==> src/rtl/uart_mdm_pkg.sv <==
package uart_mdm_pkg;

   localparam int MDM_LINES = 4;
   localparam int REG_W     = 8;
   localparam int CTL_BITS  = 5;

   // status line order: bit0 cts, bit1 dsr, bit2 ri, bit3 cd
   typedef struct packed {
      logic cd;
      logic ri;
      logic dsr;
      logic cts;
   } mdm_lines_t;

   typedef struct packed {
      logic loop;
      logic op2;
      logic op1;
      logic rts;
      logic dtr;
   } mdm_ctl_t;

   // ring input flags only its trailing edge (active level falling)
   localparam logic [MDM_LINES-1:0] TRAIL_ONLY_DEF = 4'b0100;

endpackage

==> src/rtl/mdm_sync.sv <==
module mdm_sync #(
   parameter int                STAGES  = 2,
   parameter int                WIDTH   = 4,
   parameter logic [WIDTH-1:0]  RST_VAL = '1
) (
   input  logic             clk,
   input  logic             rst_n,
   input  logic [WIDTH-1:0] din,
   output logic [WIDTH-1:0] dout
);

   logic [STAGES-1:0][WIDTH-1:0] stg;

   always_ff @(posedge clk or negedge rst_n) begin
      if (!rst_n) begin
         stg <= {STAGES{RST_VAL}};
      end else begin
         stg <= {stg[STAGES-2:0], din};
      end
   end

   assign dout = stg[STAGES-1];

endmodule

==> src/rtl/mdm_delta.sv <==
module mdm_delta #(
   parameter int               WIDTH      = 4,
   parameter logic [WIDTH-1:0] TRAIL_MASK = '0
) (
   input  logic             clk,
   input  logic             rst_n,
   input  logic [WIDTH-1:0] cur,
   input  logic             clr,
   output logic [WIDTH-1:0] flag
);

   logic [WIDTH-1:0] prev;
   logic [WIDTH-1:0] hit;

   for (genvar g = 0; g < WIDTH; g++) begin : g_line
      if (TRAIL_MASK[g]) begin : g_trail
         assign hit[g] = prev[g] & ~cur[g];
      end else begin : g_any
         assign hit[g] = prev[g] ^ cur[g];
      end
   end

   always_ff @(posedge clk or negedge rst_n) begin
      if (!rst_n) begin
         prev <= '0;
         flag <= '0;
      end else begin
         prev <= cur;
         flag <= (flag & ~{WIDTH{clr}}) | hit;
      end
   end

endmodule

==> src/rtl/mdm_route.sv <==
module mdm_route
   import uart_mdm_pkg::*;
(
   input  mdm_ctl_t   ctl,
   input  mdm_lines_t ext_lvl,
   input  logic       tx_core,
   input  logic       rx_pin,
   output mdm_lines_t lvl,
   output logic       dtr_n,
   output logic       rts_n,
   output logic       op1_n,
   output logic       op2_n,
   output logic       tx_pin,
   output logic       rx_core
);

   always_comb begin
      if (ctl.loop) begin
         lvl.cts = ctl.rts;
         lvl.dsr = ctl.dtr;
         lvl.ri  = ctl.op1;
         lvl.cd  = ctl.op2;
      end else begin
         lvl = ext_lvl;
      end
   end

   assign dtr_n   = ctl.loop | ~ctl.dtr;
   assign rts_n   = ctl.loop | ~ctl.rts;
   assign op1_n   = ctl.loop | ~ctl.op1;
   assign op2_n   = ctl.loop | ~ctl.op2;
   assign tx_pin  = ctl.loop | tx_core;
   assign rx_core = ctl.loop ? tx_core : rx_pin;

endmodule

==> src/rtl/uart_modem_ctl.sv <==
module uart_modem_ctl
   import uart_mdm_pkg::*;
#(
   parameter int                    SYNC_STAGES = 2,
   parameter logic [MDM_LINES-1:0]  TRAIL_MASK  = TRAIL_ONLY_DEF
) (
   input  logic             clk,
   input  logic             rst_n,
   input  logic             ctl_wr,
   input  logic [REG_W-1:0] ctl_wdata,
   output logic [REG_W-1:0] ctl_rdata,
   input  logic             sts_rd,
   output logic [REG_W-1:0] sts_rdata,
   input  logic             msi_en,
   output logic             msi_irq,
   input  logic             cts_n,
   input  logic             dsr_n,
   input  logic             ri_n,
   input  logic             cd_n,
   output logic             dtr_n,
   output logic             rts_n,
   output logic             op1_n,
   output logic             op2_n,
   input  logic             tx_core,
   output logic             tx_pin,
   input  logic             rx_pin,
   output logic             rx_core
);

   localparam int PAD_W = REG_W - CTL_BITS;

   if (SYNC_STAGES < 2) begin : g_bad_sync
      $error("uart_modem_ctl: SYNC_STAGES must be at least 2");
   end
   if (REG_W != 2 * MDM_LINES) begin : g_bad_width
      $error("uart_modem_ctl: status register must hold level and change per line");
   end

   mdm_ctl_t         ctl_q;
   logic [MDM_LINES-1:0] raw_n;
   logic [MDM_LINES-1:0] sync_n;
   mdm_lines_t       ext_lvl;
   mdm_lines_t       lvl;
   logic [MDM_LINES-1:0] flag;
   logic             unused_wr_hi;

   assign unused_wr_hi = ^ctl_wdata[REG_W-1:CTL_BITS];

   always_ff @(posedge clk or negedge rst_n) begin
      if (!rst_n) begin
         ctl_q <= '0;
      end else if (ctl_wr) begin
         ctl_q <= mdm_ctl_t'(ctl_wdata[CTL_BITS-1:0]);
      end
   end

   assign raw_n = {cd_n, ri_n, dsr_n, cts_n};

   mdm_sync #(
      .STAGES  (SYNC_STAGES),
      .WIDTH   (MDM_LINES),
      .RST_VAL ({MDM_LINES{1'b1}})
   ) u_sync (
      .clk   (clk),
      .rst_n (rst_n),
      .din   (raw_n),
      .dout  (sync_n)
   );

   assign ext_lvl = mdm_lines_t'(~sync_n);

   mdm_route u_route (
      .ctl     (ctl_q),
      .ext_lvl (ext_lvl),
      .tx_core (tx_core),
      .rx_pin  (rx_pin),
      .lvl     (lvl),
      .dtr_n   (dtr_n),
      .rts_n   (rts_n),
      .op1_n   (op1_n),
      .op2_n   (op2_n),
      .tx_pin  (tx_pin),
      .rx_core (rx_core)
   );

   mdm_delta #(
      .WIDTH      (MDM_LINES),
      .TRAIL_MASK (TRAIL_MASK)
   ) u_delta (
      .clk   (clk),
      .rst_n (rst_n),
      .cur   (lvl),
      .clr   (sts_rd),
      .flag  (flag)
   );

   assign sts_rdata = {lvl, flag};
   assign ctl_rdata = {{PAD_W{1'b0}}, ctl_q};
   assign msi_irq   = msi_en & (|flag);

endmodule

==> config.mk <==
export PLATFORM = sky130hd
export DESIGN_NAME = uart_modem_ctl
export DESIGN_NICKNAME = d
export VERILOG_FILES = /design/src/rtl/uart_mdm_pkg.sv /design/src/rtl/mdm_sync.sv /design/src/rtl/mdm_delta.sv /design/src/rtl/mdm_route.sv /design/src/rtl/uart_modem_ctl.sv
export SDC_FILE = /design/constraint.sdc
export NUM_CORES = 1
export LEC_CHECK = 0
export CAP_MARGIN = 25
export CORE_ASPECT_RATIO = 1.1
export CORE_MARGIN = 5
export CORE_UTILIZATION = 41
export DETAILED_ROUTE_END_ITERATION = 12
export PLACE_DENSITY_LB_ADDON = 0.12
export SKIP_CTS_REPAIR_TIMING = 1
export SLEW_MARGIN = 0
export SYNTH_ARGS = -nofsm -noshare
export SYNTH_HDL_FRONTEND = slang
export SYNTH_SLANG_ARGS = --single-unit
==> constraint.sdc <==
create_clock -name clk -period 2.7 [get_ports clk]
set_clock_uncertainty 0.15 [all_clocks]
set_input_delay 0.54 -clock clk [delete_from_list [all_inputs] [get_ports clk]]
set_output_delay 0.54 -clock clk [all_outputs]
set_load 0.03 [all_outputs]
Word level (Yosys, flattened, before mapping)
Cells that the tools add are included.

Flip-flop bits (word level): 21. Output and inout bits: 23. Word-level logic and storage cells: 31.

Mux-type cells: 2. Bitwise gates (word level): 19. Reduce and logical (&&, ||, !) cells: 1.

Operator list (number): NOT 4 bit (2); NOT 1 bit (5); bitwise OR 1 bit (5); bitwise AND 4 bit (1); 2-to-1 mux 4 bit (1); bitwise OR 4 bit (1); OR reduction 4 bit (1); bitwise XOR 1 bit (3); bitwise AND 1 bit (2); 2-to-1 mux 1 bit (1).

Longest topological paths before layout
Word-level depth: 5. Gate-level depth with buffers: 4.

By module
A second synthesis with hierarchy kept.

Cell total of the unflattened synthesis: 62. Area, all modules: 858.3 um2.

Modules (own cells, without submodules): mdm_delta (instances 1, cells an instance 20, area an instance 266.5 um2); mdm_sync (instances 1, cells an instance 12, area an instance 240.2 um2); uart_modem_ctl (instances 1, cells an instance 19, area an instance 234.0 um2); mdm_route (instances 1, cells an instance 11, area an instance 117.6 um2).

Least setup slack after synthesis
No wires, ideal clock.

Path type: reg-to-output. Start: register ctl_q, in the netlist ctl_rdata[4]. End: output sts_rdata[6]. Data arrival time: 1446 ps. Required time: 2010 ps. Slack: 564 ps. Cell stages (with the launch flop): 3. Cell sequence: dfrtp_1 buf_6 mux2i_1.

Cells in the longest elaborated chain, start to end: 1.

RTL lines: start, declared (RTL line uart_modem_ctl.sv:39) `mdm_ctl_t ctl_q;`; start signal, assigned (RTL line uart_modem_ctl.sv:53) `ctl_q <= mdm_ctl_t'(ctl_wdata[CTL_BITS-1:0]);`; 2-to-1 mux 4 bit (RTL line mdm_route.sv:18) `if (ctl.loop) begin`; end, declared (RTL line uart_modem_ctl.sv:13) `output logic [REG_W-1:0] sts_rdata,`.

No other way between the ends.

Worst setup path after layout
Start: register ctl_q, in the netlist ctl_rdata[4]. End: output sts_rdata[4].

Same word-level chain as after synthesis.

==> run_results.csv <==
group,metric,value,unit
status,status,"finished, final reports clean",
critical_path,crit_chain,"buf_4 > o21ai_2 > clkdlybuf4s50_1",
clocking,path_clk_slew,0.12,ns
floorplan,dieHeight,57.2,µm
route,via_per_inst,4.47,
sta,fin_crit,2.60,ns
final_layout,final_cell_mix,"clkdlybuf4s50_1, dfrtp_1, dfstp_2",
grt,track_usage,0.120,
logic_synthesis,ys_warn_count,0,
final_layout,drive_above_1_share,0.248,
grt,grt_pass1_vias,601,
floorplan,fp.dieW,53.0,µm
hold_path,hp-class,"flop to flop",
critical_path,start_kind,"flop",
final_layout,num-nets-final,121,
floorplan,rows,17,
clocking,cts_tree,"built",
logic_synthesis,synth-compound-area-share,0.0617,
critical_path,required,2.01,ns
route,ant_nets,0,
placed_design,hpwlAfterDp,1.23,mm
critical_path,critPathKind,"flop to output pin",
grt,grt_max_degree,22,
logic_synthesis,synthMuxAreaShare,0.116,
logic_synthesis,syn_area,832,µm²
route,post_drt_wl_per_cell,12.5,µm
clocking,cts_buffer_depth,2,
route,vias,576,
clocking,htree_num_levels,1,
critical_path,path_max_fanout,9,
final_layout,layout_commonest_cell,"clkdlybuf4s50_1",
clocking,cts_root_buffer,"clkbuf_4",
floorplan,initial_core_util,0.421,
critical_path,end_kind,"output pin",
power,vdd_ir_drop_max,0.000380,V
clocking,cts_sinks,21,
sta,setup_tns,0,ns
grt,grt_pass1_wl,2.57,mm
logic_synthesis,synthDistinctLibCells,18,
final_layout,final_area,1240,µm²
placed_design,placedInstanceArea,1210,µm²
final_layout,layoutNonFillerInstCount,129,
sta,setup_viol_count_final,0,
route,dr.pass1.iters,4,
sta,fmax,0.384,GHz
floorplan,die_area,3030,µm²
logic_synthesis,synth_top_family_by_area,"simple AND/OR/NAND/NOR gates",
power,finalPower,779,µW
sta,period_share,0.965,
sta,drv_slew,0,
floorplan,core_region_area,1980,µm²
final_layout,syn2layout_area_growth,48.6,%
logic_synthesis,synth-xor-area-share,0,
route,wl,1.61,mm
logic_synthesis,postSynthCellCount,62,
placed_design,dp_cells,125,
grt,grt_overflow_total,0,
logic_synthesis,ys_seq_elements,21,
placed_design,numPortBuffers,35,
power,p_leak,0.000528,µW
critical_path,cp_data_arrival_time,1.91,ns
final_layout,num_antenna_cells,0,
power,power_density,631,nW/µm²
sta,rsz0062_at_grt,"false",
critical_path,cpMaxStageDelayCell,"clkdlybuf4s50_1",
logic_synthesis,synth.avg_cell_area,13.4,µm²
placed_design,routabilityCongestion,0.672,
floorplan,io_pins,42,
grt,antenna_found_initial,0,
logic_synthesis,synth-seq-area-share,0.644,
route,drc,0,
logic_synthesis,synthAdderAreaFrac,0,
logic_synthesis,synthSimpleGateAreaFrac,0.120,
clocking,insertion_delay,0.31,ns
critical_path,slowest_delay,0.71,ns
clocking,cts_inserted_buffers,3,
route,dr.first_iter.drc_count,7,
sta,hold_viol,0,
job,drv_cap,0,
==> power breakdown <==
part | leakage [µW] | internal (µW) | total (µW) | switching, µW
Clock | 0.0000177 | 55.4 | 151 | 95.5
Sequential | 0.000235 | 353 | 376 | 23.4
Combinational | 0.000275 | 117 | 253 | 136
==> metal layers <==
| layer | wire [µm] | vias up | GRT usage | share of wire |
|---|---|---|---|---|
| met5 | 0 | - | 0 | 0 |
| met4 | 44 | 0 | 0.0876 | 0.027 |
| met3 | 129 | 4 | 0.0418 | 0.080 |
| met2 | 785 | 25 | 0.191 | 0.49 |
| met1 | 650 | 272 | 0.127 | 0.40 |
| li1 | - | 275 | - | - |
==> path summary, 6_finish.rpt <==
path	start	endpoint	slack [ns]	depth (start not counted)
setup / recovery	ctl_rdata[4]$_DFFE_PN0P_	sts_rdata[4]	0.1	3
hold / removal	u_sync.stg[2]$_DFF_PN1_	u_sync.dout[2]$_DFF_PN1_	0.21	0
setup reg to reg	ctl_rdata[4]$_DFFE_PN0P_	u_delta.flag[0]$_DFF_PN0_	1.38	3
hold reg to reg	u_sync.stg[2]$_DFF_PN1_	u_sync.dout[2]$_DFF_PN1_	0.21	0
max in group asynchronous	rst_n	u_sync.dout[2]$_DFF_PN1_	1.72	2
min in group asynchronous	rst_n	u_delta.prev[1]$_DFF_PN0_	0.41	2
==> area by class of cell <==
class | instances | area (µm²)
repair buffers | 37 | 368
well taps | 28 | 35.0
flip-flops and latches | 21 | 536
multi-input cells | 36 | 259
clock buffers | 3 | 22.5
inverters | 3 | 11.3
clock inverters | 1 | 5.00
fillers | 172 | 742
==> cell families after synthesis <==
kind of cell,after synthesis
AO/OA/AOI/OAI,6
buffers and inverters,7
flip-flops,21
multiplexers,9
other,1
AND/OR/NAND/NOR,18
==> synthesized netlist by cell type <==
cell / count / area (µm²)
dfrtp_1: 13 / 325
dfstp_2: 8 / 210
nor2b_1: 6 / 37.5
mux2_2: 5 / 56.3
mux2i_1: 4 / 40.0
nand2b_1: 4 / 25.0
buf_4: 3 / 22.5
inv_1: 3 / 11.3
nor2_1: 3 / 11.3
nand2_1: 2 / 7.51
nand2_2: 2 / 12.5
o21ai_0: 2 / 10.0
o21ai_2: 2 / 17.5
buf_6: 1 / 11.3
conb_1: 1 / 3.75
o22ai_2: 1 / 12.5
o41a_1: 1 / 11.3
or2_2: 1 / 6.26
==> flip-flops by register name (all words and copies together), names as in the netlist <==
signal	cells
u_delta.prev	4
u_delta.flag	4
u_sync.dout	4
ctl_rdata	5
u_sync.stg	4
==> through the flow <==
step	worst slack [ns]	hold slack, ns	util
3_3_place_gp	0.208	0.196	0.610
3_5_place_dp	0.202	0.197	0.610
2_1_floorplan	0.564	0.0944	-
5_1_grt	0.0101	0.222	0.625
6_report	0.0957	0.212	0.625
4_1_cts	0.0489	0.213	0.624
==> critical path, delay by kind of cell (launching register included) <==
kind | cells | cell delay, ns
flops | 1 | 0.49
compound gates | 1 | 0.20
buf+inv | 2 | 0.92
Note: power is estimated with default switching activity, not from simulation.
